<file path="src/rtl/io_window_pkg.sv">
package io_window_pkg;
  typedef enum logic [2:0] {
    SEL_CMD     = 3'd0,
    SEL_BASE_LO = 3'd1,
    SEL_LIM_LO  = 3'd2,
    SEL_BASE_HI = 3'd3,
    SEL_LIM_HI  = 3'd4
  } cfg_sel_e;
endpackage

</file>
<file path="src/rtl/io_window_regs.sv">
module io_window_regs
  import io_window_pkg::*;
#(
  parameter int ADDR_W = 32,
  parameter int GRAN_W = 12,
  parameter int SPLIT  = 16,
  parameter int DATA_W = 16
) (
  input  logic              clk,
  input  logic              rst_n,
  input  logic              cfg_we,
  input  logic [2:0]        cfg_sel,
  input  logic [DATA_W-1:0] cfg_wdata,
  output logic              io_en,
  output logic [ADDR_W-1:0] win_base,
  output logic [ADDR_W-1:0] win_limit
);
  localparam int LO_W = SPLIT - GRAN_W;
  localparam int HI_W = ADDR_W - SPLIT;

  logic [LO_W-1:0] base_lo, lim_lo;
  logic [HI_W-1:0] base_hi, lim_hi;
  cfg_sel_e        sel;

  assign sel = cfg_sel_e'(cfg_sel);

  always_ff @(posedge clk) begin
    if (!rst_n) begin
      io_en   <= 1'b0;
      base_lo <= '1;
      base_hi <= '1;
      lim_lo  <= '0;
      lim_hi  <= '0;
    end else if (cfg_we) begin
      case (sel)
        SEL_CMD:     io_en   <= cfg_wdata[0];
        SEL_BASE_LO: base_lo <= cfg_wdata[LO_W-1:0];
        SEL_LIM_LO:  lim_lo  <= cfg_wdata[LO_W-1:0];
        SEL_BASE_HI: base_hi <= cfg_wdata[HI_W-1:0];
        SEL_LIM_HI:  lim_hi  <= cfg_wdata[HI_W-1:0];
        default: ;
      endcase
    end
  end

  assign win_base  = {base_hi, base_lo, {GRAN_W{1'b0}}};
  assign win_limit = {lim_hi, lim_lo, {GRAN_W{1'b1}}};

  // register state only moves on a write strobe
  a_r9_hold_without_write: assert property (@(posedge clk) disable iff (!rst_n)
    !$past(cfg_we) |-> ($stable(io_en) && $stable(win_base) && $stable(win_limit)));
  // the granule bits of the bounds are fixed
  a_r7_granule_edges: assert property (@(posedge clk) disable iff (!rst_n)
    (win_base[GRAN_W-1:0] == '0) && (win_limit[GRAN_W-1:0] == '1));
endmodule

</file>
<file path="src/rtl/io_window_match.sv">
module io_window_match #(
  parameter int ADDR_W = 32
) (
  input  logic              io_en,
  input  logic [ADDR_W-1:0] win_base,
  input  logic [ADDR_W-1:0] win_limit,
  input  logic [ADDR_W-1:0] addr,
  output logic              win_on,
  output logic              hit
);
  logic above_base, below_limit;

  always_comb begin
    win_on      = (win_base <= win_limit);
    above_base  = (addr >= win_base);
    below_limit = (addr <= win_limit);
    hit         = io_en && win_on && above_base && below_limit;
  end
endmodule

</file>
<file path="src/rtl/io_window_decode.sv">
module io_window_decode #(
  parameter int ADDR_W = 32,
  parameter int GRAN_W = 12,
  parameter int SPLIT  = 16,
  parameter int DATA_W = 16
) (
  input  logic              clk,
  input  logic              rst_n,
  input  logic              req_valid,
  input  logic [ADDR_W-1:0] req_addr,
  input  logic              cfg_we,
  input  logic [2:0]        cfg_sel,
  input  logic [DATA_W-1:0] cfg_wdata,
  output logic              fwd_o,
  output logic              abort_o
);
  logic              io_en, win_on, hit;
  logic [ADDR_W-1:0] win_base, win_limit;

  io_window_regs #(
    .ADDR_W(ADDR_W), .GRAN_W(GRAN_W), .SPLIT(SPLIT), .DATA_W(DATA_W)
  ) i_regs (
    .clk(clk), .rst_n(rst_n), .cfg_we(cfg_we), .cfg_sel(cfg_sel),
    .cfg_wdata(cfg_wdata), .io_en(io_en), .win_base(win_base), .win_limit(win_limit)
  );

  io_window_match #(.ADDR_W(ADDR_W)) i_match (
    .io_en(io_en), .win_base(win_base), .win_limit(win_limit),
    .addr(req_addr), .win_on(win_on), .hit(hit)
  );

  always_ff @(posedge clk) begin
    if (!rst_n) begin
      fwd_o   <= 1'b0;
      abort_o <= 1'b0;
    end else begin
      fwd_o   <= req_valid && hit;
      abort_o <= req_valid && !hit;
    end
  end

  a_r2_exclusive: assert property (@(posedge clk) disable iff (!rst_n)
    !(fwd_o && abort_o));
  a_r2_result_follows: assert property (@(posedge clk) disable iff (!rst_n)
    req_valid |=> (fwd_o || abort_o));
  a_r2_no_spurious: assert property (@(posedge clk) disable iff (!rst_n)
    !req_valid |=> !(fwd_o || abort_o));
  a_r3_needs_enable: assert property (@(posedge clk) disable iff (!rst_n)
    fwd_o |-> $past(io_en));
  a_r6_needs_window_on: assert property (@(posedge clk) disable iff (!rst_n)
    fwd_o |-> $past(win_base <= win_limit));
  a_r4_inside_bounds: assert property (@(posedge clk) disable iff (!rst_n)
    fwd_o |-> ($past(req_addr >= win_base) && $past(req_addr <= win_limit)));
endmodule

</file>
<file path="config.mk">
export PLATFORM = sky130hd
export DESIGN_NAME = io_window_decode
export DESIGN_NICKNAME = d
export VERILOG_FILES = /design/src/rtl/io_window_pkg.sv /design/src/rtl/io_window_regs.sv /design/src/rtl/io_window_match.sv /design/src/rtl/io_window_decode.sv
export SDC_FILE = /design/constraint.sdc
export NUM_CORES = 1
export LEC_CHECK = 0
export CORE_MARGIN = 10
export CORE_UTILIZATION = 40
export DETAILED_ROUTE_END_ITERATION = 12
export SLEW_MARGIN = 20
export SYNTH_ARGS = -nofsm -noshare
export SYNTH_HDL_FRONTEND = slang
export SYNTH_SLANG_ARGS = --single-unit
</file>
<file path="constraint.sdc">
create_clock -name clk -period 2.76 [get_ports clk]
set_input_delay 0.276 -clock clk [delete_from_list [all_inputs] [get_ports clk]]
set_output_delay 0.276 -clock clk [all_outputs]
set_load 0.005 [all_outputs]
</file>
==> results of run 1 <==
state kept, by name (all words and copies together) (netlist names):
register,flops
fwd_o,1
i_regs.base_lo,4
i_regs.lim_lo,4
abort_o,1
i_regs.base_hi,16
i_regs.lim_hi,16
i_regs.io_en,1
final cells by class:
type	instances	area (um2)
Sequential cell	43	861
Timing Repair Buffer	58	576
Tap cell	99	124
Multi-Input combinational cell	262	1950
Clock inverter	2	16.3
Fill cell	738	3520
Clock buffer	6	82.6
Inverter	41	154
critical path, cell delays in order:
cell	delay [ps]
clkdlybuf4s50_1	440
ha_1	340
nor2b_1	140
a2111oi_0	600
a2111o_1	250
o211a_1	160
a211oi_2	40
nor2b_1	130
power breakdown:
part / switching [mW] / internal, mW / leakage (nW) / total (mW)
combinational: 0.128 / 0.145 / 1.18 / 0.273
clock: 0.232 / 0.205 / 0.0474 / 0.437
sequential: 0.00884 / 0.637 / 0.350 / 0.646
placed cells by master, fill, tap and decap left out, drive strengths merged:
master,synthesis,routed
a21boi,17,17
a2111o,1,1
nand3,8,8
mux2i,6,6
a2111oi,2,2
clkbuf,9,6
nor4,3,3
ha,59,59
o211ai,21,21
and3,3,3
and3b,1,1
a221o,1,1
clkinvlp,0,1
a22oi,1,1
nand2b,1,1
dfxtp,43,43
a221oi,3,3
nand2,70,70
clkinv,0,1
o211a,1,1
nor4b,2,2
o21a,1,1
nor2b,7,7
nor2,7,7
nand4,7,7
o21ai,6,6
a21oi,18,18
o221a,1,1
a41oi,1,1
a211oi,2,2
inv,41,41
buf,3,2
and4,6,6
a21o,5,5
clkdlybuf4s50,0,56
nand4b,1,1
per-stage QoR:
| step | power (mW) | hold WS [ps] | util (%) | setup WS (ps) |
|---|---|---|---|---|
| 3_3_place_gp | 0.927 | 443 | 50.3 | 266 |
| 3_5_place_dp | 0.931 | 447 | 50.3 | 284 |
| 4_1_cts | 1.37 | 458 | 51.7 | 583 |
| 5_1_grt | 1.43 | 483 | 51.7 | 524 |
| 2_1_floorplan | 0.792 | 405 | - | 955 |
| 6_report | 1.36 | 456 | 51.7 | 580 |
cells in the mapped netlist, types with 2 or more instances:
cell        n  area [um2]
a21oi_1    18        90.1
a21boi_1   10        75.1
a2111oi_0   2        17.5
o211ai_1   20         150
nor2b_1     7        43.8
nor4b_2     2        30.0
nand3_1     8        40.0
dfxtp_1    43         861
a221oi_1    3        26.3
and3_1      3        18.8
inv_1      41         154
o21ai_0     3        15.0
a21boi_0    7        52.6
nand4_1     7        43.8
nand2_1    69         259
nor4_1      2        12.5
clkbuf_1    9        33.8
mux2i_1     6        60.1
buf_2       3        15.0
a21o_1      5        37.5
o21ai_1     3        15.0
and4_1      4        35.0
nor2_1      7        26.3
ha_1       59         738
cell families after synthesis:
kind of cell | count (synthesis)
AOI/OAI and AO/OA | 81
adders and majority gates | 59
buffers and inverters | 53
DFF | 43
muxes | 6
and+or+nand+nor | 116
how the worst max path moves through the flow:
stage / end / slack (ps) / depth (start not counted)
6_report: fwd_o / 580 / 8
2_1_floorplan: fwd_o / 960 / 8
5_1_grt: fwd_o / 520 / 8
3_5_place_dp: fwd_o / 280 / 8
4_1_cts: fwd_o / 580 / 8
3_3_place_gp: fwd_o / 270 / 8
layer usage:
| metal | track usage (%) | up-vias |
|---|---|---|
| li1 | - | 1378 |
| met2 | 19.8 | 66 |
| met3 | 2.22 | 7 |
| met4 | 3.97 | 0 |
| met1 | 20.8 | 1179 |
| met5 | 0 | - |
==> impl_metrics.yaml, run 1 <==
outcome:
  status: "finished clean"
timing:
  fin_crit_sh_pct: 79.0
  slew_viol_final: 0
  fin_skew_ps: 7.38
  setup_viol: 0
  fin_tns_setup_ps: 0
  clock.fmax_mhz: 459
  worst_pin_slew_ps: 672
  relSlewSlack_pct: 54.1
  hold_viol_final: 0
  min_period_ps: 2180
  rsz0062_at_grt: "false"
route:
  met1_length_mm: 4.22
  first_iter_violations: 115
  via_per_inst: 5.15
  wl_met2_mm: 3.20
  routedWlPerCell_um: 15.4
  vias: 2630
  wirelength_mm: 7.88
  dr.max_layer_used: "met4"
  ant_nets: 0
  drcViolationCount: 0
  dr.pass1.iters: 4
  met3_length_um: 363
clocking:
  tritoncts: "done"
  cts-buffers-inserted: 5
  cts_setup_buffers: 0
  cts_hold_buffers: 0
  cts_buffer_depth: 2
  clock-sinks: 43
  htreeDepth: 2
  worstSkewPairLatency_ps: 300
  post_cts_resize_count: 0
  root_buffer: "clkbuf_8"
  clkTransAtPathRegs_ps: 90
placement:
  place_area_um2: 3670
  portBuffers: 56
  dp_hpwl_mm: 6.53
  dp.cells: 503
  finalWeightedCongestion: 0.880
critical_path:
  critPathArrivalTime_ps: 2380
  required_ps: 2960
  start_kind: "input pin"
  setup.worst_path.end_class: "flop"
  cp-startpoint: "req_addr[13]"
  cp_max_fo: 2
  worstSetupPathType: "in -> reg"
  reg2reg_depth: 8
  r2r-start: "i_regs.base_lo[1]"
  r2r-end: "fwd_o"
  rrSetupSlack_ps: 640
floorplanning:
  num_rows: 31
  dieArea_um2: 11400
  die_x_um: 107
  die_h_um: 107
  coreArea_um2: 7290
  io-pin-count: 57
  start_util_pct: 41.4
synthesis:
  synth_flop_cell: "dfxtp_1"
  synth_compound_area_share_pct: 19.2
  synth.distinct_cells: 41
  synth-simple-area-share_pct: 19.2
  synth_warnings: 0
  yosysSeqAreaShare_pct: 28.5
  synth-xor-area-share_pct: 0
  synth.avg_cell_area_um2: 8.43
  synth_edf_count: 0
  synth_top_family_by_area: "adder cells"
  syn_inst: 358
  syn_area_um2: 3020
  synth.mux.area_fraction_pct: 1.99
  synth_seq_cells: 43
  synthAdderAreaFrac_pct: 24.5
  synth_nets: 472
  async_flop_share_pct: 0
grt:
  grt_pass1_wl_mm: 12.9
  grt-ovfl-total: 0
  antenna_found_initial: 0
  track_usage_pct: 13.9
  grt_pass1_vias: 2585
  grt_max_degree: 43
pwr:
  p_leak_nw: 1.58
  p_per_area_nw_per_um2: 360
  vdd_drop_max_mv: 0.270
cells_and_area:
  layout.cells.non_filler: 511
  diodes: 0
  drive_gt1_share_pct: 4.61
  syn_to_final_growth_pct: 24.8
  nNetsFinal: 525
  final_area_um2: 3770
worst_hold_path:
  min_to: "i_regs.lim_hi[1]"
  hp-start: "i_regs.lim_hi[1]"
  hp-class: "reg -> reg"
  min_delay_path_depth: 2
flow_run:
  max_cap_viol_count: 0
No activity file was read; power rests on OpenSTA's default activity.
==> inputs of run 2 (changes only) <==
--- a/config.mk
+++ b/config.mk
@@ -8,6 +8,7 @@
 export CORE_MARGIN = 10
 export CORE_UTILIZATION = 40
 export DETAILED_ROUTE_END_ITERATION = 12
+export PLACE_DENSITY = 0.66
 export SLEW_MARGIN = 20
 export SYNTH_ARGS = -nofsm -noshare
 export SYNTH_HDL_FRONTEND = slang
==> constraint.sdc (replaced) <==
create_clock -name clk -period 1.9 [get_ports clk]
set_input_delay 0.19 -clock clk [delete_from_list [all_inputs] [get_ports clk]]
set_output_delay 0.19 -clock clk [all_outputs]
set_load 0.005 [all_outputs]
==> run 2 against run 1 <==
Against the previous run: the run now ends with setup timing left; cell count rose by 3.9%; sequential share of layout area fell by 1.6 points; clock power rose by 59%; die area did not move; routed wire length rose by 3.2%; utilization rose by 4.5 points; sequential cell count did not move; critical endpoint unchanged; largest cell class unchanged.
==> impl_metrics.yaml, run 2 (synthesis results as in run 1) <==
outcome:
  status: "finished, violations left"
  violations: "setup timing"
timing:
  relSlewSlack_pct: 65.7
  min_period_ps: 1940
  setup_viol: 1
  clock.fmax_mhz: 515
  hold_viol_final: 0
  fin_skew_ps: 5.41
  layout_setup_ws_ps: -40.3
  fin_crit_sh_pct: 102
  fin_tns_setup_ps: -40.3
  slew_viol_final: 0
  rsz0062_at_grt: "true"
  worst_pin_slew_ps: 502
grt:
  grt_max_degree: 43
  grt-ovfl-total: 0
  grt_pass1_vias: 2726
  track_usage_pct: 14.2
  antenna_found_initial: 0
  grt_pass1_wl_mm: 13.3
cells_and_area:
  nNetsFinal: 546
  drive_gt1_share_pct: 15.7
  final_common_cell: "nand2_1"
  layout.cells.non_filler: 531
  mostFrequentLayoutCells: "nand2_1 (69), clkdlybuf4s50_1 (53), ha_1 (52), dfxtp_1 (37), inv_1 (33)"
  fillers: 700
  top_regs: "i_regs.base_hi: 16 flops, i_regs.lim_hi: 16 flops"
  diodes: 0
  syn_to_final_growth_pct: 35.7
worst_hold_path:
  min_to: "i_regs.lim_hi[11]"
  min_delay_path_depth: 2
  hp-class: "reg -> reg"
  hp-start: "i_regs.lim_hi[11]"
floorplanning:
  io-pin-count: 57
  num_rows: 31
  coreArea_um2: 7290
  die_h_um: 107
  dieArea_um2: 11400
  start_util_pct: 41.4
  die_x_um: 107
pwr:
  p_per_area_nw_per_um2: 510
  vdd_drop_max_mv: 0.209
  p_leak_nw: 1.70
placement:
  finalWeightedCongestion: 0.812
  dp.cells: 522
  pre_cts_slack_ps: -360
  portBuffers: 56
  dp_hpwl_mm: 6.60
clocking:
  clkTransAtPathRegs_ps: 80
  root_buffer: "clkbuf_8"
  tritoncts: "done"
  clock-sinks: 43
  cts-buffers-inserted: 5
  worstSkewPairLatency_ps: 290
  cts_buffer_depth: 2
  htreeDepth: 2
critical_path:
  r2r-end: "fwd_o"
  rrSetupSlack_ps: -40
  max_stage_delay_ps: 380
  critPathArrivalTime_ps: 2180
  cp_max_fo: 2
  critPathSlowestCell: "a2111o_1"
  r2r-start: "i_regs.base_lo[1]"
  required_ps: 2140
  worstSetupPathType: "reg -> reg"
  start_kind: "flop"
  crit_chain: "inv_2 -> ha_4 -> nor4b_4 -> nand4_1 -> a2111o_1 -> o211a_1 -> a211oi_2 -> nor2b_2"
  reg2reg_depth: 8
  setup.worst_path.end_class: "flop"
route:
  dr.pass1.iters: 4
  vias: 2718
  first_iter_violations: 183
  ant_nets: 0
  via_per_inst: 5.12
  routedWlPerCell_um: 15.3
  drcViolationCount: 0
  wirelength_mm: 8.13
flow_run:
  max_cap_viol_count: 0
run 2: worst max-delay path, delay by kind of cell, from the launching register on:
| kind | cells | cell delay, ps |
|---|---|---|
| compound gates | 3 | 750 |
| simple gates | 3 | 480 |
| flops | 1 | 340 |
| fa+ha+maj | 1 | 270 |
| buf+inv | 1 | 50 |
run 2: report_power, final:
| part | internal [mW] | total (mW) | switching [mW] |
|---|---|---|---|
| clock | 0.384 | 0.696 | 0.312 |
| sequential | 0.926 | 0.940 | 0.0139 |
| combinational | 0.248 | 0.453 | 0.206 |
run 2: metrics by stage:
stage	util, %	hold slack, ps	total power [mW]	area, um2
finish	56.1	454	2.09	4090
global route	56.1	480	2.19	4090
CTS	55.2	458	2.09	4020
detailed placement	52.4	446	1.38	3820
global placement	52.4	442	1.36	3820
floorplan	-	319	1.15	3020
run 2: area by class of cell:
| type | instances | area, um2 | area share [%] |
|---|---|---|---|
| sequential | 43 | 868 | 21.2 |
| timing repair buffer | 79 | 746 | 18.2 |
| multi-input combinational | 262 | 2100 | 51.2 |
| inverter | 41 | 154 | 3.76 |
| tap | 99 | 124 | 3.03 |
| clock inverter | 2 | 37.5 | 0.917 |
| clock buffer | 5 | 68.8 | 1.68 |
run 2: worst max-delay path by stage:
stage                            from     to  slack (ps)  cells past startpoint
floorplan            i_regs.lim_hi[3]  fwd_o         100                      8
global placement         req_addr[13]  fwd_o        -300                      8
detailed placement       req_addr[12]  fwd_o        -360                      9
CTS                 i_regs.base_lo[1]  fwd_o         -20                      8
global route        i_regs.base_lo[1]  fwd_o        -150                      8
finish              i_regs.base_lo[1]  fwd_o         -40                      8
run 2: routing by layer:
metal / global-route usage [%] / wire, um / vias to the layer above
li1: - / - / 1417
met1: 19.4 / 4110 / 1226
met2: 22.0 / 3610 / 63
met3: 2.40 / 304 / 12
met4: 4.45 / 110 / 0
met5: 0 / 0 / -
run 2: timing repair:
action	in CTS	in global routing
gates resized for setup	20	14
hold buffers	0	0
hold endpoints to repair	0	0
setup endpoints to repair	2	2
pin swaps	8	7
setup buffers	1	1
